===== src/rtl/wfd_pkg.sv =====
package wfd_pkg;
  localparam int EXP_W     = 4;
  localparam int MANT_W    = 20;
  localparam int RES_W     = 12;
  localparam int THR_W     = EXP_W + RES_W;
  localparam int FSEL_W    = 2;
  localparam int THR_SHIFT = 8;

  localparam int EXP_MAX  = (1 << EXP_W) - 1;
  localparam int SMP_SPAN = MANT_W + EXP_MAX;
  localparam int THR_SPAN = RES_W + EXP_MAX + THR_SHIFT;
  localparam int CMP_W    = (SMP_SPAN > THR_SPAN) ? SMP_SPAN : THR_SPAN;

  localparam int MAX_RUN = 1 << ((1 << FSEL_W) - 1);
  localparam int CNT_W   = $clog2(MAX_RUN + 1);

  localparam logic [THR_W-1:0] THR_LO_RST = '0;
  localparam logic [THR_W-1:0] THR_HI_RST = 16'hBFFF;

  typedef logic [CMP_W-1:0] cmp_t;

  function automatic cmp_t scale_sample(input logic [EXP_W-1:0] e,
                                        input logic [MANT_W-1:0] m);
    cmp_t v;
    v = cmp_t'(m);
    return v << e;
  endfunction

  function automatic cmp_t scale_bound(input logic [THR_W-1:0] t);
    cmp_t v;
    int   sh;
    v  = cmp_t'(t[RES_W-1:0]);
    sh = int'(t[THR_W-1 -: EXP_W]) + THR_SHIFT;
    return v << sh;
  endfunction

  function automatic logic [CNT_W-1:0] run_need(input logic [FSEL_W-1:0] code);
    return CNT_W'(1) << code;
  endfunction
endpackage


===== src/rtl/wfd_compare.sv =====
module wfd_compare
  import wfd_pkg::*;
(
  input  logic [EXP_W-1:0]  smp_exp,
  input  logic [MANT_W-1:0] smp_mant,
  input  logic [THR_W-1:0]  thr_lo,
  input  logic [THR_W-1:0]  thr_hi,
  output logic              above,
  output logic              below
);
  cmp_t smp_v, lo_v, hi_v;

  always_comb begin
    smp_v = scale_sample(smp_exp, smp_mant);
    lo_v  = scale_bound(thr_lo);
    hi_v  = scale_bound(thr_hi);
    above = smp_v > hi_v;
    below = smp_v < lo_v;
  end

  // with an ordered window a sample can violate only one side
  always_comb begin
    if (lo_v <= hi_v) assert_one_side_R2: assert (!(above && below));
  end
endmodule


===== src/rtl/wfd_run_counter.sv =====
module wfd_run_counter
  import wfd_pkg::*;
#(
  parameter int CAP = MAX_RUN,
  parameter int CW  = CNT_W
)(
  input  logic          clk,
  input  logic          rst_n,
  input  logic          eval,
  input  logic          viol,
  input  logic [CW-1:0] need,
  output logic [CW-1:0] cnt,
  output logic          hit
);
  logic [CW-1:0] cnt_inc;

  always_comb begin
    cnt_inc = (cnt < CW'(CAP)) ? cnt + CW'(1) : cnt;
    hit     = eval && viol && (cnt_inc >= need);
  end

  always_ff @(posedge clk or negedge rst_n) begin
    if (!rst_n)    cnt <= '0;
    else if (eval) cnt <= viol ? cnt_inc : '0;
  end

  assert_run_grows_R3: assert property (@(posedge clk) disable iff (!rst_n)
    (eval && viol && cnt < CW'(CAP)) |=> cnt == $past(cnt) + CW'(1));

  assert_run_empties_R5: assert property (@(posedge clk) disable iff (!rst_n)
    (eval && !viol) |=> cnt == '0);

  assert_run_idle_R6: assert property (@(posedge clk) disable iff (!rst_n)
    !eval |=> $stable(cnt));
endmodule


===== src/rtl/wfd_flag_ctrl.sv =====
module wfd_flag_ctrl #(
  parameter int NFLAG = 2
)(
  input  logic             clk,
  input  logic             rst_n,
  input  logic             latch_en,
  input  logic             stat_rd,
  input  logic             eval,
  input  logic             in_win,
  input  logic [NFLAG-1:0] hit,
  output logic [NFLAG-1:0] flag
);
  logic clr;

  always_comb clr = latch_en ? stat_rd : (eval && in_win);

  for (genvar g = 0; g < NFLAG; g++) begin : g_flag
    always_ff @(posedge clk or negedge rst_n) begin
      if (!rst_n)      flag[g] <= 1'b0;
      else if (hit[g]) flag[g] <= 1'b1;
      else if (clr)    flag[g] <= 1'b0;
    end

    assert_set_on_hit_R3: assert property (@(posedge clk) disable iff (!rst_n)
      hit[g] |=> flag[g]);

    assert_rise_needs_hit_R4: assert property (@(posedge clk) disable iff (!rst_n)
      $rose(flag[g]) |-> $past(hit[g]));

    assert_latched_hold_R7: assert property (@(posedge clk) disable iff (!rst_n)
      (latch_en && flag[g] && !stat_rd) |=> flag[g]);

    assert_transparent_clear_R8: assert property (@(posedge clk) disable iff (!rst_n)
      (!latch_en && eval && in_win) |=> !flag[g]);

    assert_transparent_read_R8: assert property (@(posedge clk) disable iff (!rst_n)
      (!latch_en && flag[g] && !(eval && in_win)) |=> flag[g]);
  end
endmodule


===== src/rtl/thresh_window_detector.sv =====
module thresh_window_detector
  import wfd_pkg::*;
(
  input  logic              clk,
  input  logic              rst_n,
  input  logic              smp_valid,
  input  logic              smp_ch,
  input  logic [EXP_W-1:0]  smp_exp,
  input  logic [MANT_W-1:0] smp_mant,
  input  logic              chan_sel,
  input  logic [THR_W-1:0]  thr_lo,
  input  logic [THR_W-1:0]  thr_hi,
  input  logic [FSEL_W-1:0] fault_sel,
  input  logic              latch_en,
  input  logic              stat_rd,
  output logic              flag_hi,
  output logic              flag_lo,
  output logic              irq
);
  localparam int SIDES = 2;   // index 0 = high side, 1 = low side

  logic             above, below, eval, in_win;
  logic [CNT_W-1:0] need;
  logic [SIDES-1:0] viol, hit, flag;
  logic [CNT_W-1:0] run_cnt [SIDES];

  wfd_compare u_cmp (
    .smp_exp (smp_exp),
    .smp_mant(smp_mant),
    .thr_lo  (thr_lo),
    .thr_hi  (thr_hi),
    .above   (above),
    .below   (below)
  );

  always_comb begin
    eval   = smp_valid && (smp_ch == chan_sel);
    in_win = !above && !below;
    need   = run_need(fault_sel);
    viol   = {below, above};
  end

  for (genvar s = 0; s < SIDES; s++) begin : g_side
    wfd_run_counter u_run (
      .clk  (clk),
      .rst_n(rst_n),
      .eval (eval),
      .viol (viol[s]),
      .need (need),
      .cnt  (run_cnt[s]),
      .hit  (hit[s])
    );
  end

  wfd_flag_ctrl #(.NFLAG(SIDES)) u_flags (
    .clk     (clk),
    .rst_n   (rst_n),
    .latch_en(latch_en),
    .stat_rd (stat_rd),
    .eval    (eval),
    .in_win  (in_win),
    .hit     (hit),
    .flag    (flag)
  );

  assign flag_hi = flag[0];
  assign flag_lo = flag[1];
  assign irq     = flag_hi | flag_lo;

  assert_other_channel_R6: assert property (@(posedge clk) disable iff (!rst_n)
    (smp_valid && smp_ch != chan_sel && !stat_rd) |=> $stable({flag_hi, flag_lo}));

  assert_runs_start_empty_R1: assert property (@(posedge clk) disable iff (!rst_n)
    $rose(rst_n) |-> (run_cnt[0] == '0 && run_cnt[1] == '0));
endmodule


===== config.mk =====
export PLATFORM = sky130hd
export DESIGN_NAME = thresh_window_detector
export DESIGN_NICKNAME = d
export VERILOG_FILES = /design/src/rtl/wfd_pkg.sv /design/src/rtl/wfd_compare.sv /design/src/rtl/wfd_run_counter.sv /design/src/rtl/wfd_flag_ctrl.sv /design/src/rtl/thresh_window_detector.sv
export SDC_FILE = /design/constraint.sdc
export NUM_CORES = 1
export LEC_CHECK = 0
export BUFFER_PORTS_ARGS = -buffer_cell sky130_fd_sc_hd__buf_4
export CORE_MARGIN = 1
export CORE_UTILIZATION = 50
export CTS_BUF_LIST = sky130_fd_sc_hd__clkbuf_2 sky130_fd_sc_hd__clkbuf_4 sky130_fd_sc_hd__clkbuf_8
export CTS_CLUSTER_SIZE = 40
export DETAILED_ROUTE_END_ITERATION = 12
export PLACE_DENSITY = 0.73
export SLEW_MARGIN = 40
export SYNTH_ARGS = -nofsm -noshare
export SYNTH_HDL_FRONTEND = slang
export SYNTH_HIERARCHICAL = 1
export SYNTH_SLANG_ARGS = --single-unit

===== constraint.sdc =====
create_clock -name clk -period 2.6 [get_ports clk]
set_input_delay 0.52 -clock clk [delete_from_list [all_inputs] [get_ports clk]]
set_output_delay 0.52 -clock clk [all_outputs]
set_load 0.1 [all_outputs]

==> results by group <==
Critical path
  – CP max FO: 7
  – Crit-path cells: buf_12 -> buf_8 -> mux2i_4 -> mux2i_2 -> mux2i_1 -> nor2_1 -> a21oi_1 -> ha_1 -> nand4_1 -> a211oi_2 -> a311oi_2 -> o2111ai_2 -> a31oi_4 -> buf_6 -> nor2_4 -> nand3b_4 -> a31o_1
  – Worst setup EP type: flop
  – Critical Path Slowest Stage Cell: ha_1
  – CP Class: in2reg
  – Worst Path Arrival: 3580 ps
  – R2R Setup Slk: 540 ps
  – CP peak stage delay: 340 ps
  – Required time of the worst setup path: 2730 ps
  – Type of origin of the critical path: input pin

STA
  – Max Fclk: 290 MHz
  – Final worst slack: -853 ps
  – Fin crit share: 1.33
  – Hold Vio Cnt, Final: 0
  – Period minus WS final: 3450 ps
  – Setup violators final: 10
  – Worst rel slew slack: 0.607
  – RSZ-0062 raised after global routing: true
  – Worst-margin pin slew: 589 ps
  – Count of pins over their slew limit: 0
  – Clock skew: 0.423 ps
  – Setup TNS: -7270 ps

Power
  – Total power: 2.59 mW
  – VDD IR max: 0.408 mV
  – Leak Pwr: 3.29 nW
  – Power Dens Cells: 362 nW/um2

CTS
  – CTS H-tree lvls: 1
  – CTS root buf: clkbuf_8
  – Clock Latency Late Sink: 240 ps
  – Clock tree buffer depth: 2
  – Clock slew at reported path FFs: 50 ps
  – CTS buffer count: 3
  – Clock sink count: 10
  – CTS tree: done
  – CTS Hold Buffers Added: 0

Synthesis
  – Yosys reg bits: 10
  – Mux share of post-synthesis cell area: 0.259
  – Xor and xnor area share after synthesis: 0.0127
  – Async SR Flop Fraction: 1.00
  – Synth area leader: ha_1
  – Simple-gate share of the synthesized area: 0.219
  – Post-Synth Adder-Cell Area: 0.214
  – Ys Warns: 6
  – Yosys top cell area share: 0.214
  – Seq/Total Area, Yosys: 0.0542
  – Cells after synthesis: 582
  – Main synth FF type: dfrtp_1
  – Largest family of logic cells by synthesized area: multiplexers
  – Yosys cell types: 61
  – Post-synth EDFFs: 0
  – Largest cells by area after synthesis: ha_1 21%, mux2i_1 16%, mux4_2 5.9%
  – Compound-Gate Fraction of Synth Area: 0.178
  – Synthesized area: 4620 um2
  – Synthesized area per cell: 7.93 um2

Run
  – Max Cap Violations: 0

Global routing
  – Largest net degree at the start of global routing: 18
  – Initial antenna violation count: 0
  – Gr usage total: 0.330
  – Vias in the first global route: 5,460
  – Global-route wire length before repair: 25.9 mm
  – Gr ovfl total: 0

Floorplanning
  – Initial Util: 0.522
  – Io pins: 68
  – Die width: 98.1 um
  – Core Box Area: 8850 um2
  – Die area: 9620 um2
  – Die height: 98.1 um
  – Row cnt: 34

Placement
  – DPL Wire Length: 11.7 mm
  – Routability cong.: 0.916
  – Pre-CTS setup slack: -1130 ps
  – PortBufs: 67

Route
  – Final wirelength: 17.8 mm
  – DR pass1 iterations: 9
  – Post-DR vias/cell: 6.39
  – Wire per inst: 20.2 um
  – Routed via count: 5,633
  – Drt drc: 3
  – Final ANT Viol Nets: 0
  – DRT iter0 DRCs: 524

Finish
  – Post-synthesis to final-layout area growth: 54.9%
  – Fill count: 501
  – Antenna fix cells: 0
  – Share of layout cells above drive strength 1: 0.483
  – Nets: 920

Run status
  – Failing checks: DRC, setup timing
  – Status: finished, violations left

Hold path
  – Min-Delay Path Class: in2async
==> registers in the layout, summed over array words and instances (netlist names) <==
signal            flops
u_flags/flag          2
g_side.u_run/cnt      8
==> cells in the final DEF, fill, tap and decap left out, types with 12 or more instances in the layout <==
master / Yosys / final
buf_4: 1 / 191
ha_1: 79 / 69
nand2_1: 56 / 49
mux2i_1: 72 / 36
nor2_1: 47 / 33
a21oi_1: 52 / 29
mux2i_2: 0 / 21
nor2b_1: 21 / 20
nand3_1: 20 / 19
a21oi_2: 0 / 19
o21ai_1: 7 / 18
inv_1: 19 / 16
mux2i_4: 0 / 15
conb_1: 2 / 15
mux4_2: 12 / 13
nor2_2: 0 / 12
nand4_1: 12 / 12
==> logic make-up (layout without fill, tap and decap cells) <==
kind of cell             after synthesis  in the layout
AO/OA/AOI/OAI                        134            134
flip-flops                            10             10
AND/OR/NAND/NOR                      201            201
adder cells (fa/ha/maj)               79             79
other                                  2             15
XOR/XNOR                               5              5
buffers and inverters                 52            231
multiplexers                          99             99
==> through the flow <==
| stage | instance area [um2] | hold WS, ps | cells | util |
|---|---|---|---|---|
| after global routing | 7150 | 103 | 882 | 0.808 |
| final | 7150 | 96.8 | 882 | 0.808 |
| after global placement | 6030 | 352 | 855 | 0.681 |
| after detailed placement | 6030 | 354 | 855 | 0.681 |
| after floorplan | 4740 | 224 | 595 | - |
| after CTS | 6800 | 106 | 873 | 0.769 |
==> cell usage after synthesis (all sizes together), types with 8 or more instances <==
cell,n
a21o,10
a21oi,52
buf,18
clkbuf,15
dfrtp,10
ha,79
inv,19
mux2,14
mux2i,72
mux4,13
nand2,56
nand2b,12
nand3,20
nand4,12
nor2,47
nor2b,21
o21ai,30
or2,8
==> path summary, 6_finish.rpt <==
check | startpoint | endpoint | cells past startpoint
max | thr_lo[12] | u_flags/flag[1]$_DFFE_PN0P_ | 17
min | rst_n | g_side[0].u_run/cnt[1]$_DFFE_PN0P_ | 1
max reg2reg | g_side[1].u_run/cnt[0]$_DFFE_PN0P_ | u_flags/flag[1]$_DFFE_PN0P_ | 7
min reg2reg | u_flags/flag[1]$_DFFE_PN0P_ | u_flags/flag[1]$_DFFE_PN0P_ | 1
max in group asynchronous | rst_n | g_side[1].u_run/cnt[2]$_DFFE_PN0P_ | 1
min in group clk | u_flags/flag[1]$_DFFE_PN0P_ | u_flags/flag[1]$_DFFE_PN0P_ | 1
==> critical path, delay by kind of cell <==
kind	cells	cell delay [ps]
and+or+nand+nor	4	640
buffers and inverters	3	400
muxes	3	580
adders and majority gates	1	340
AOI/OAI and AO/OA	6	1080
==> report_power, final <==
part	switching [mW]	total [mW]	internal, mW
clock	0.0614	0.163	0.101
combinational	1.17	2.18	1.01
sequential	0.0524	0.250	0.198
==> routing by layer <==
metal  share of wire  global-route usage
met1            0.36               0.381
met2            0.49               0.606
met3           0.085              0.0437
met4           0.062               0.142
met5               0                   0
==> cell type report <==
type                            count  area (um2)  share of cell area
Sequential cell                    10         250              0.0350
Inverter                           19        75.1              0.0105
Multi-Input combinational cell    533        4890               0.684
Clock buffer                        3        41.3             0.00578
Tap cell                          108         135              0.0189
Timing Repair Buffer              209        1760               0.246
==> timing repair <==
item,in CTS,in global routing
endpoints found under the setup margin,10,10
pin swaps,44,23
gates cloned,4,0
hold endpoints to repair,0,0
buffers inserted,13,9
resized for setup,121,56
(Power assumes the default switching activity.)
